[config.mk]
export PLATFORM = sky130hd
export DESIGN_NAME = sof_tracker
export DESIGN_NICKNAME = d
export VERILOG_FILES = /design/src/rtl/sof_pkg.sv /design/src/rtl/sof_cycle_timer.sv /design/src/rtl/sof_frame_latch.sv /design/src/rtl/sof_tracker.sv
export SDC_FILE = /design/constraint.sdc
export NUM_CORES = 1
export LEC_CHECK = 0
export CORE_AREA = 2 2 83 85
export DETAILED_ROUTE_END_ITERATION = 16
export DIE_AREA = 0 0 85 87
export PLACE_DENSITY = 0.65
export RECOVER_POWER = 100
export SYNTH_ARGS = -nofsm -noshare
export SYNTH_HDL_FRONTEND = slang
export SYNTH_SLANG_ARGS = --single-unit
export TNS_END_PERCENT = 10
[constraint.sdc]
create_clock -name clk_i -period 1.9 [get_ports clk_i]
set_input_delay 0.38 -clock clk_i [delete_from_list [all_inputs] [get_ports clk_i]]
set_output_delay 0.38 -clock clk_i [all_outputs]
set_load 0.02 [all_outputs]
[src/rtl/sof_pkg.sv]
package sof_pkg;

  localparam int unsigned SOF_FRAME_W = 11;

  // ceil(hz * ps / 1e12)
  function automatic int unsigned ps_to_cycles(longint unsigned hz, longint unsigned ps);
    longint unsigned prod;
    prod = hz * ps;
    return int'((prod + 64'd999_999_999_999) / 64'd1_000_000_000_000);
  endfunction

  typedef struct packed {
    logic irq;
    logic lost;
    logic tick;
  } sof_evt_t;

endpackage

[src/rtl/sof_cycle_timer.sv]
module sof_cycle_timer #(
  parameter int unsigned LIMIT = 1000
) (
  input  logic clk_i,
  input  logic rst_ni,
  input  logic clr_i,
  input  logic run_i,
  input  logic restart_i,
  output logic hit_o
);
  localparam int unsigned CW = (LIMIT > 1) ? $clog2(LIMIT) : 1;
  localparam logic [CW-1:0] LAST = CW'(LIMIT - 1);

  logic [CW-1:0] cnt_q;

  assign hit_o = run_i && (cnt_q == LAST);

  always_ff @(posedge clk_i or negedge rst_ni) begin
    if (!rst_ni)                cnt_q <= '0;
    else if (clr_i || restart_i) cnt_q <= '0;
    else if (run_i)             cnt_q <= hit_o ? '0 : cnt_q + 1'b1;
  end
endmodule

[src/rtl/sof_frame_latch.sv]
module sof_frame_latch #(
  parameter int unsigned FRAME_W = 11
) (
  input  logic               clk_i,
  input  logic               rst_ni,
  input  logic               clr_i,
  input  logic               take_i,
  input  logic [FRAME_W-1:0] frame_i,
  output logic [FRAME_W-1:0] frame_o,
  output logic               irq_o
);
  always_ff @(posedge clk_i or negedge rst_ni) begin
    if (!rst_ni) begin
      frame_o <= '0;
      irq_o   <= 1'b0;
    end else if (clr_i) begin
      frame_o <= '0;
      irq_o   <= 1'b0;
    end else begin
      irq_o <= take_i;
      if (take_i) frame_o <= frame_i;
    end
  end
endmodule

[src/rtl/sof_tracker.sv]
module sof_tracker
  import sof_pkg::*;
#(
  parameter int unsigned     CLK_HZ    = 50_000_000,
  parameter int unsigned     FRAME_W   = SOF_FRAME_W,
  parameter longint unsigned FRAME_PS  = 64'd1_000_000_000,
  parameter longint unsigned WINDOW_PS = 64'd1_003_580_000
) (
  input  logic               clk_i,
  input  logic               rst_ni,
  input  logic               bus_reset_i,
  input  logic               sof_valid_i,
  input  logic [FRAME_W-1:0] sof_frame_i,
  output logic [FRAME_W-1:0] frame_o,
  output logic               sof_irq_o,
  output logic               sof_lost_o,
  output logic               frame_tick_o
);
  localparam int unsigned PERIOD_CYC = ps_to_cycles(64'(CLK_HZ), FRAME_PS);
  localparam int unsigned WINDOW_CYC = ps_to_cycles(64'(CLK_HZ), WINDOW_PS);

  logic     sof_acc;
  logic     armed_q;
  logic     period_hit, window_hit;
  sof_evt_t evt_d, evt_q;

  assign sof_acc = sof_valid_i && !bus_reset_i;

  sof_frame_latch #(.FRAME_W(FRAME_W)) u_latch (
    .clk_i   (clk_i),
    .rst_ni  (rst_ni),
    .clr_i   (bus_reset_i),
    .take_i  (sof_acc),
    .frame_i (sof_frame_i),
    .frame_o (frame_o),
    .irq_o   (sof_irq_o)
  );

  // nominal frame phase; realigned by tokens only
  sof_cycle_timer #(.LIMIT(PERIOD_CYC)) u_period (
    .clk_i     (clk_i),
    .rst_ni    (rst_ni),
    .clr_i     (bus_reset_i),
    .run_i     (armed_q),
    .restart_i (sof_acc),
    .hit_o     (period_hit)
  );

  // overdue window; self-restarts on expiry so each miss is reported
  sof_cycle_timer #(.LIMIT(WINDOW_CYC)) u_window (
    .clk_i     (clk_i),
    .rst_ni    (rst_ni),
    .clr_i     (bus_reset_i),
    .run_i     (armed_q),
    .restart_i (sof_acc),
    .hit_o     (window_hit)
  );

  always_comb begin
    evt_d      = '0;
    evt_d.irq  = sof_acc;
    evt_d.lost = window_hit && !sof_acc && !bus_reset_i;
    evt_d.tick = sof_acc || (period_hit && !bus_reset_i);
  end

  always_ff @(posedge clk_i or negedge rst_ni) begin
    if (!rst_ni) begin
      armed_q <= 1'b0;
      evt_q   <= '0;
    end else begin
      evt_q <= evt_d;
      if (bus_reset_i)  armed_q <= 1'b0;
      else if (sof_acc) armed_q <= 1'b1;
    end
  end

  assign sof_lost_o   = evt_q.lost;
  assign frame_tick_o = evt_q.tick;

endmodule

==> impl_metrics.env, run 1 <==
export IMPL_status="finished clean"
export IMPL_synth_edf_count=0
export IMPL_vias=2253
export IMPL_globalRouteTotalUtil_pct=17.2
export IMPL_routedWlPerCell_um=14.3
export IMPL_cts_tree="done"
export IMPL_syn_area_um2=2520
export IMPL_cts_sinks=47
export IMPL_worst_slack_ns=0.0716
export IMPL_cp_arrival_ns=2.05
export IMPL_fmax_mhz=547
export IMPL_cts_root_buf="clkbuf_8"
export IMPL_ir_drop_mv=0.384
export IMPL_ys_seq_area_share_pct=46.7
export IMPL_grt_pass1_wl_mm=10.4
export IMPL_synthesis_nets=287
export IMPL_die_w_um=85
export IMPL_post_synth_top_count_cell="dfrtp_1"
export IMPL_fin_crit_sh_pct=96.2
export IMPL_ant_nets=0
export IMPL_r2r_setup_slack_ns=0.07
export IMPL_grt_max_degree=21
export IMPL_hold_viol=0
export IMPL_multi_input_area_um2=1240
export IMPL_crit_path_end_kind="register"
export IMPL_fin_skew_ns=0.00544
export IMPL_area_growth_pct=25.0
export IMPL_synth_top_area_cell="dfrtp_1"
export IMPL_post_cts_resized=0
export IMPL_async_flop_share_pct=100
export IMPL_port_buffers=28
export IMPL_fin_util_pct=48.0
export IMPL_grtUsageMet2_pct=27.6
export IMPL_hpwl_mm=4.20
export IMPL_overflow=0
export IMPL_crit_reg2reg_capture="u_window.cnt_q[12]"
export IMPL_n_fill_cell=625
export IMPL_cp_max_fo=3
export IMPL_yosys_warnings=0
export IMPL_hp_class="in -> async"
export IMPL_crit_type="reg -> reg"
export IMPL_rows=30
export IMPL_tightest_slew_ns=1.06
export IMPL_ys_ff_latch=47
export IMPL_netlist_instances=269
export IMPL_powerDensity_nw_per_um2=583
export IMPL_syn_area_per_cell_um2=9.37
export IMPL_wl_mm=5.73
export IMPL_first_pass_iters=4
export IMPL_start_kind="register"
export IMPL_cts_buffers=5
export IMPL_reg2reg_depth=5
export IMPL_antenna_found_initial=0
export IMPL_layout_drive_gt1_share_pct=16.3
export IMPL_drv_slew=0
export IMPL_max_cap_viol_count=0
export IMPL_grt_use_met3_pct=3.32
export IMPL_die_y_um=87
export IMPL_crit_chain="ha_2, nand3_2, or3_4, or4b_1, a21oi_1"
export IMPL_htreeDepth=2
export IMPL_insertion_delay_ns=0.29
export IMPL_cts_clk_slew_worst_paths_ns=0.09
export IMPL_required_ns=2.12
export IMPL_fin_nets=337
export IMPL_fin_tns_setup_ns=0
export IMPL_regArea_um2=1180
export IMPL_r2r_start="u_window.cnt_q[0]"
export IMPL_die_area_um2=7400
export IMPL_cts_hold_buf=0
export IMPL_grt_met1_usage_pct=23.6
export IMPL_rsz0062_at_grt="yes"
export IMPL_ios=29
export IMPL_setup_viol=0
export IMPL_yosys_most_used_dff="dfrtp_1"
export IMPL_diodes=0
export IMPL_start_util_pct=38.4
export IMPL_power_leakage_uw=0.00130
export IMPL_cts_setup_buffers=0
export IMPL_initialDrtViolationCount=222
export IMPL_crit_slowest_cell="or4b_1"
export IMPL_finalCriticalPeriod_ns=1.83
export IMPL_core_area_um2=6570
export IMPL_cts_max_path_buffers=2
export IMPL_drc=0
export IMPL_ys_types=45
export IMPL_gp_congestion=0.789
export IMPL_max_slew_margin_pct=29.2
export IMPL_grt_pass1_vias=2248
export IMPL_synthTopCellsByArea="dfrtp_1 47%, a31oi_1 7.9%, mux2i_1 4.8%"
export IMPL_pre_cts_ws_ns=-0.103
export IMPL_ys_top_cells_by_count="47 x dfrtp_1, 32 x a31oi_1, 22 x nand3_1, 22 x nor2_1, 19 x nand2_1"
export IMPL_yosysTopAreaCellShare_pct=46.7
export IMPL_via_per_inst=5.65
export IMPL_slowest_delay_ns=0.51
export IMPL_grt_busiest_layer="met2"
sequential cells by signal, summed over array words and instances (netlist names):
register	flops
frame_tick_o	1
u_latch.frame_o	11
u_latch.irq_o	1
armed_q	1
u_period.cnt_q	16
sof_lost_o	1
u_window.cnt_q	16
stage by stage:
| step | hold slack [ns] | instance area [um2] | total power [uW] | std cells |
|---|---|---|---|---|
| 6_report | 0.250 | 3150 | 1840 | 399 |
| 3_3_place_gp | 0.350 | 3060 | 1260 | 392 |
| 4_1_cts | 0.0363 | 3150 | 1870 | 399 |
| 5_1_grt | 0.348 | 3150 | 1920 | 399 |
| 2_1_floorplan | 0.0844 | 2520 | 1140 | 269 |
| 3_5_place_dp | 0.360 | 3060 | 1260 | 392 |
worst max-delay path: cells and delay by family (launching register included):
kind / cells / cell delay (ns)
fa+ha+maj: 1 / 0.20
compound gates: 1 / 0.14
simple gates: 3 / 1.03
flops: 1 / 0.38
layout make-up:
type / instances / share of cell area [%]
multi-input combinational: 194 / 39.5
sequential: 47 / 37.3
timing repair buffer: 60 / 16.0
tap: 80 / 3.18
clock buffer: 6 / 2.62
inverter: 11 / 1.31
clock inverter: 1 / 0.159
per-layer routing:
layer | vias to the layer above | routed length, um
li1 | 1125 | -
met1 | 1055 | 2750
met2 | 66 | 2590
met3 | 7 | 329
met4 | 0 | 58
met5 | - | 0
worst max path at each step:
stage | from | to | slack (ns) | cells past startpoint
after floorplan | u_window.cnt_q[0] | u_window.cnt_q[12] | 0.11 | 5
after global placement | bus_reset_i | u_period.cnt_q[13] | -0.09 | 4
after detailed placement | bus_reset_i | u_period.cnt_q[12] | -0.10 | 8
after CTS | u_period.cnt_q[0] | u_period.cnt_q[11] | 0.02 | 5
after global routing | u_window.cnt_q[0] | u_window.cnt_q[12] | -0.06 | 5
final | u_window.cnt_q[0] | u_window.cnt_q[12] | 0.07 | 5
placed cells by master (no fill, tap or decap), types with 7 or more instances in the layout:
cell / n
nand2_1: 19
a31oi_1: 32
clkdlybuf4s50_1: 13
mux2i_1: 12
buf_4: 28
nand4_1: 12
a21oi_1: 7
nand3_1: 22
inv_1: 11
dlygate4sd3_1: 14
dfrtp_1: 47
nor2_1: 21
o21ai_0: 7
report_power, final:
group	leakage (uW)	internal, uW	switching, uW
combinational	0.000607	92.8	110
clock	0.0000470	286	320
sequential	0.000645	1020	10.4
cell families after synthesis:
group | Yosys count | share of synthesized area [%]
buffers and inverters | 28 | 4.86
DFF | 47 | 46.7
xor gates and xnor gates | 2 | 0.695
muxes | 12 | 4.76
adders and majority gates | 3 | 1.49
AOI/OAI and AO/OA | 59 | 14.7
and+or+nand+nor | 118 | 26.8
Note: power is estimated with default switching activity, not from simulation.
==> run 2: changes to the inputs <==
--- a/config.mk
+++ b/config.mk
@@ -8,8 +8,8 @@
 export CORE_AREA = 2 2 83 85
 export DETAILED_ROUTE_END_ITERATION = 16
 export DIE_AREA = 0 0 85 87
-export PLACE_DENSITY = 0.65
-export RECOVER_POWER = 100
+export PLACE_DENSITY = 0.63
+export REMOVE_ABC_BUFFERS = 1
 export SYNTH_ARGS = -nofsm -noshare
 export SYNTH_HDL_FRONTEND = slang
 export SYNTH_SLANG_ARGS = --single-unit
==> constraint.sdc (replaced) <==
create_clock -name clk_i -period 1.88 [get_ports clk_i]
set_input_delay 0.376 -clock clk_i [delete_from_list [all_inputs] [get_ports clk_i]]
set_output_delay 0.376 -clock clk_i [all_outputs]
set_load 0.02 [all_outputs]
==> impl_metrics.env, run 2 (same netlist as run 1, synthesis figures left out) <==
export IMPL_crit_type="reg -> reg"
export IMPL_die_area_um2=7400
export IMPL_n_fill_cell=616
export IMPL_port_buffers=28
export IMPL_status="finished with violations"
export IMPL_core_area_um2=6570
export IMPL_largest_registers="u_period.cnt_q: 16 flops, u_window.cnt_q: 16 flops, u_latch.frame_o: 11 flops"
export IMPL_vias=2329
export IMPL_cts_root_buf="clkbuf_8"
export IMPL_drc=0
export IMPL_fin_skew_ns=0.00705
export IMPL_grt_pass1_wl_mm=10.7
export IMPL_cts_max_path_buffers=2
export IMPL_insertion_delay_ns=0.31
export IMPL_final_common_cell="dfrtp_1"
export IMPL_finalHoldWorstSlack_ns=-0.00360
export IMPL_hp_class="in -> async"
export IMPL_worst_slack_ns=0.0393
export IMPL_via_per_inst=5.75
export IMPL_first_pass_iters=4
export IMPL_dr_wl_met3_um=296
export IMPL_cts_hold_buf=0
export IMPL_fin_nets=343
export IMPL_start_kind="register"
export IMPL_cts_buffers=5
export IMPL_regArea_um2=1180
export IMPL_grt_pass1_vias=2234
export IMPL_fmax_mhz=543
export IMPL_cts_tree="done"
export IMPL_rsz0062_at_grt="yes"
export IMPL_power_leakage_uw=0.00131
export IMPL_ant_nets=0
export IMPL_rows=30
export IMPL_fin_crit_sh_pct=97.9
export IMPL_die_y_um=87
export IMPL_initialDrtViolationCount=190
export IMPL_drv_slew=0
export IMPL_diodes=0
export IMPL_cts_clk_slew_worst_paths_ns=0.09
export IMPL_htreeDepth=2
export IMPL_met2_length_mm=2.82
export IMPL_layout_common_cells="47 x dfrtp_1, 38 x buf_4, 32 x a31oi_1"
export IMPL_multi_input_area_um2=1270
export IMPL_wl_mm=6.17
export IMPL_tightest_slew_ns=0.432
export IMPL_gp_congestion=0.839
export IMPL_powerDensity_nw_per_um2=584
export IMPL_layout_drive_gt1_share_pct=19.7
export IMPL_die_w_um=85
export IMPL_violations="negative hold slack"
export IMPL_cp_arrival_ns=2.08
export IMPL_setup_viol=0
export IMPL_wl_met1_mm=2.98
export IMPL_ios=29
export IMPL_max_slew_margin_pct=71.0
export IMPL_cts_sinks=47
export IMPL_hold_viol=7
export IMPL_antenna_found_initial=0
export IMPL_required_ns=2.11
export IMPL_finalCriticalPeriod_ns=1.84
export IMPL_top_layer="met4"
export IMPL_crit_path_end_kind="register"
export IMPL_ir_drop_mv=0.331
export IMPL_overflow=0
export IMPL_globalRouteTotalUtil_pct=17.8
export IMPL_start_util_pct=38.4
export IMPL_cp_max_fo=5
export IMPL_hpwl_mm=4.38
export IMPL_area_growth_pct=28.4
export IMPL_max_cap_viol_count=0
export IMPL_grt_max_degree=22
export IMPL_pre_cts_ws_ns=-0.171
export IMPL_routedWlPerCell_um=15.2
[run 2: worst max-delay path, stage by stage, from the launching register on]
cell	delay, ns
dfrtp_1	0.42
ha_2	0.22
nand3_2	0.10
or3_4	0.39
or4b_4	0.49
a21oi_2	0.15
[run 2: where the power goes]
part | internal (uW) | leakage (uW) | switching, uW | total, uW
clock network | 289 | 0.0000470 | 349 | 639
logic | 100 | 0.000615 | 112 | 213
registers | 1030 | 0.000645 | 12.0 | 1040
[run 2: final timing paths]
kind / to / slack (ns) / start / cells past startpoint
worst min-delay path: u_period.cnt_q[9] / -0.004 / rst_ni / 1
worst min register to register: u_period.cnt_q[15] / 0.49 / u_period.cnt_q[15] / 1
max in group asynchronous: u_window.cnt_q[13] / 1.32 / rst_ni / 2
worst max-delay path: u_window.cnt_q[12] / 0.04 / u_window.cnt_q[0] / 5
worst max register to register: u_window.cnt_q[12] / 0.04 / u_window.cnt_q[0] / 5
min in group clk_i: u_period.cnt_q[15] / 0.49 / u_period.cnt_q[15] / 1
[run 2: stage by stage]
step | util [%] | total power, uW | setup TNS, ns | std cells | instance area (um2)
detailed placement | 47.1 | 1280 | -0.730 | 397 | 3100
CTS | 48.6 | 1920 | -0.0115 | 405 | 3190
finish | 49.3 | 1890 | 0 | 405 | 3240
global route | 49.3 | 1970 | -0.0563 | 405 | 3240
floorplan | - | 1140 | -14.05 | 252 | 2440
global placement | 47.1 | 1270 | -0.391 | 397 | 3100
[run 2: layout make-up]
type                            instances  area share [%]
Clock inverter                          1           0.155
Inverter                               11            1.28
Clock buffer                            6            2.55
Tap cell                               80            3.09
Sequential cell                        47            36.3
Timing Repair Buffer                   66            17.3
Multi-Input combinational cell        194            39.3
[run 2: per-layer routing]
layer / vias to the layer above / track usage [%]
li1: 1130 / -
met1: 1134 / 24.8
met2: 59 / 27.6
met3: 6 / 4.27
met4: 0 / 5.48
met5: - / 0
[run 2: repair_timing]
action | in CTS | in global routing
endpoints found under the setup margin | 4 | 16
setup buffers | 1 | 0
endpoints found under the hold margin | 0 | 0
cloned | 0 | 0
pin swaps | 2 | 5
gates resized for setup | 1 | 9
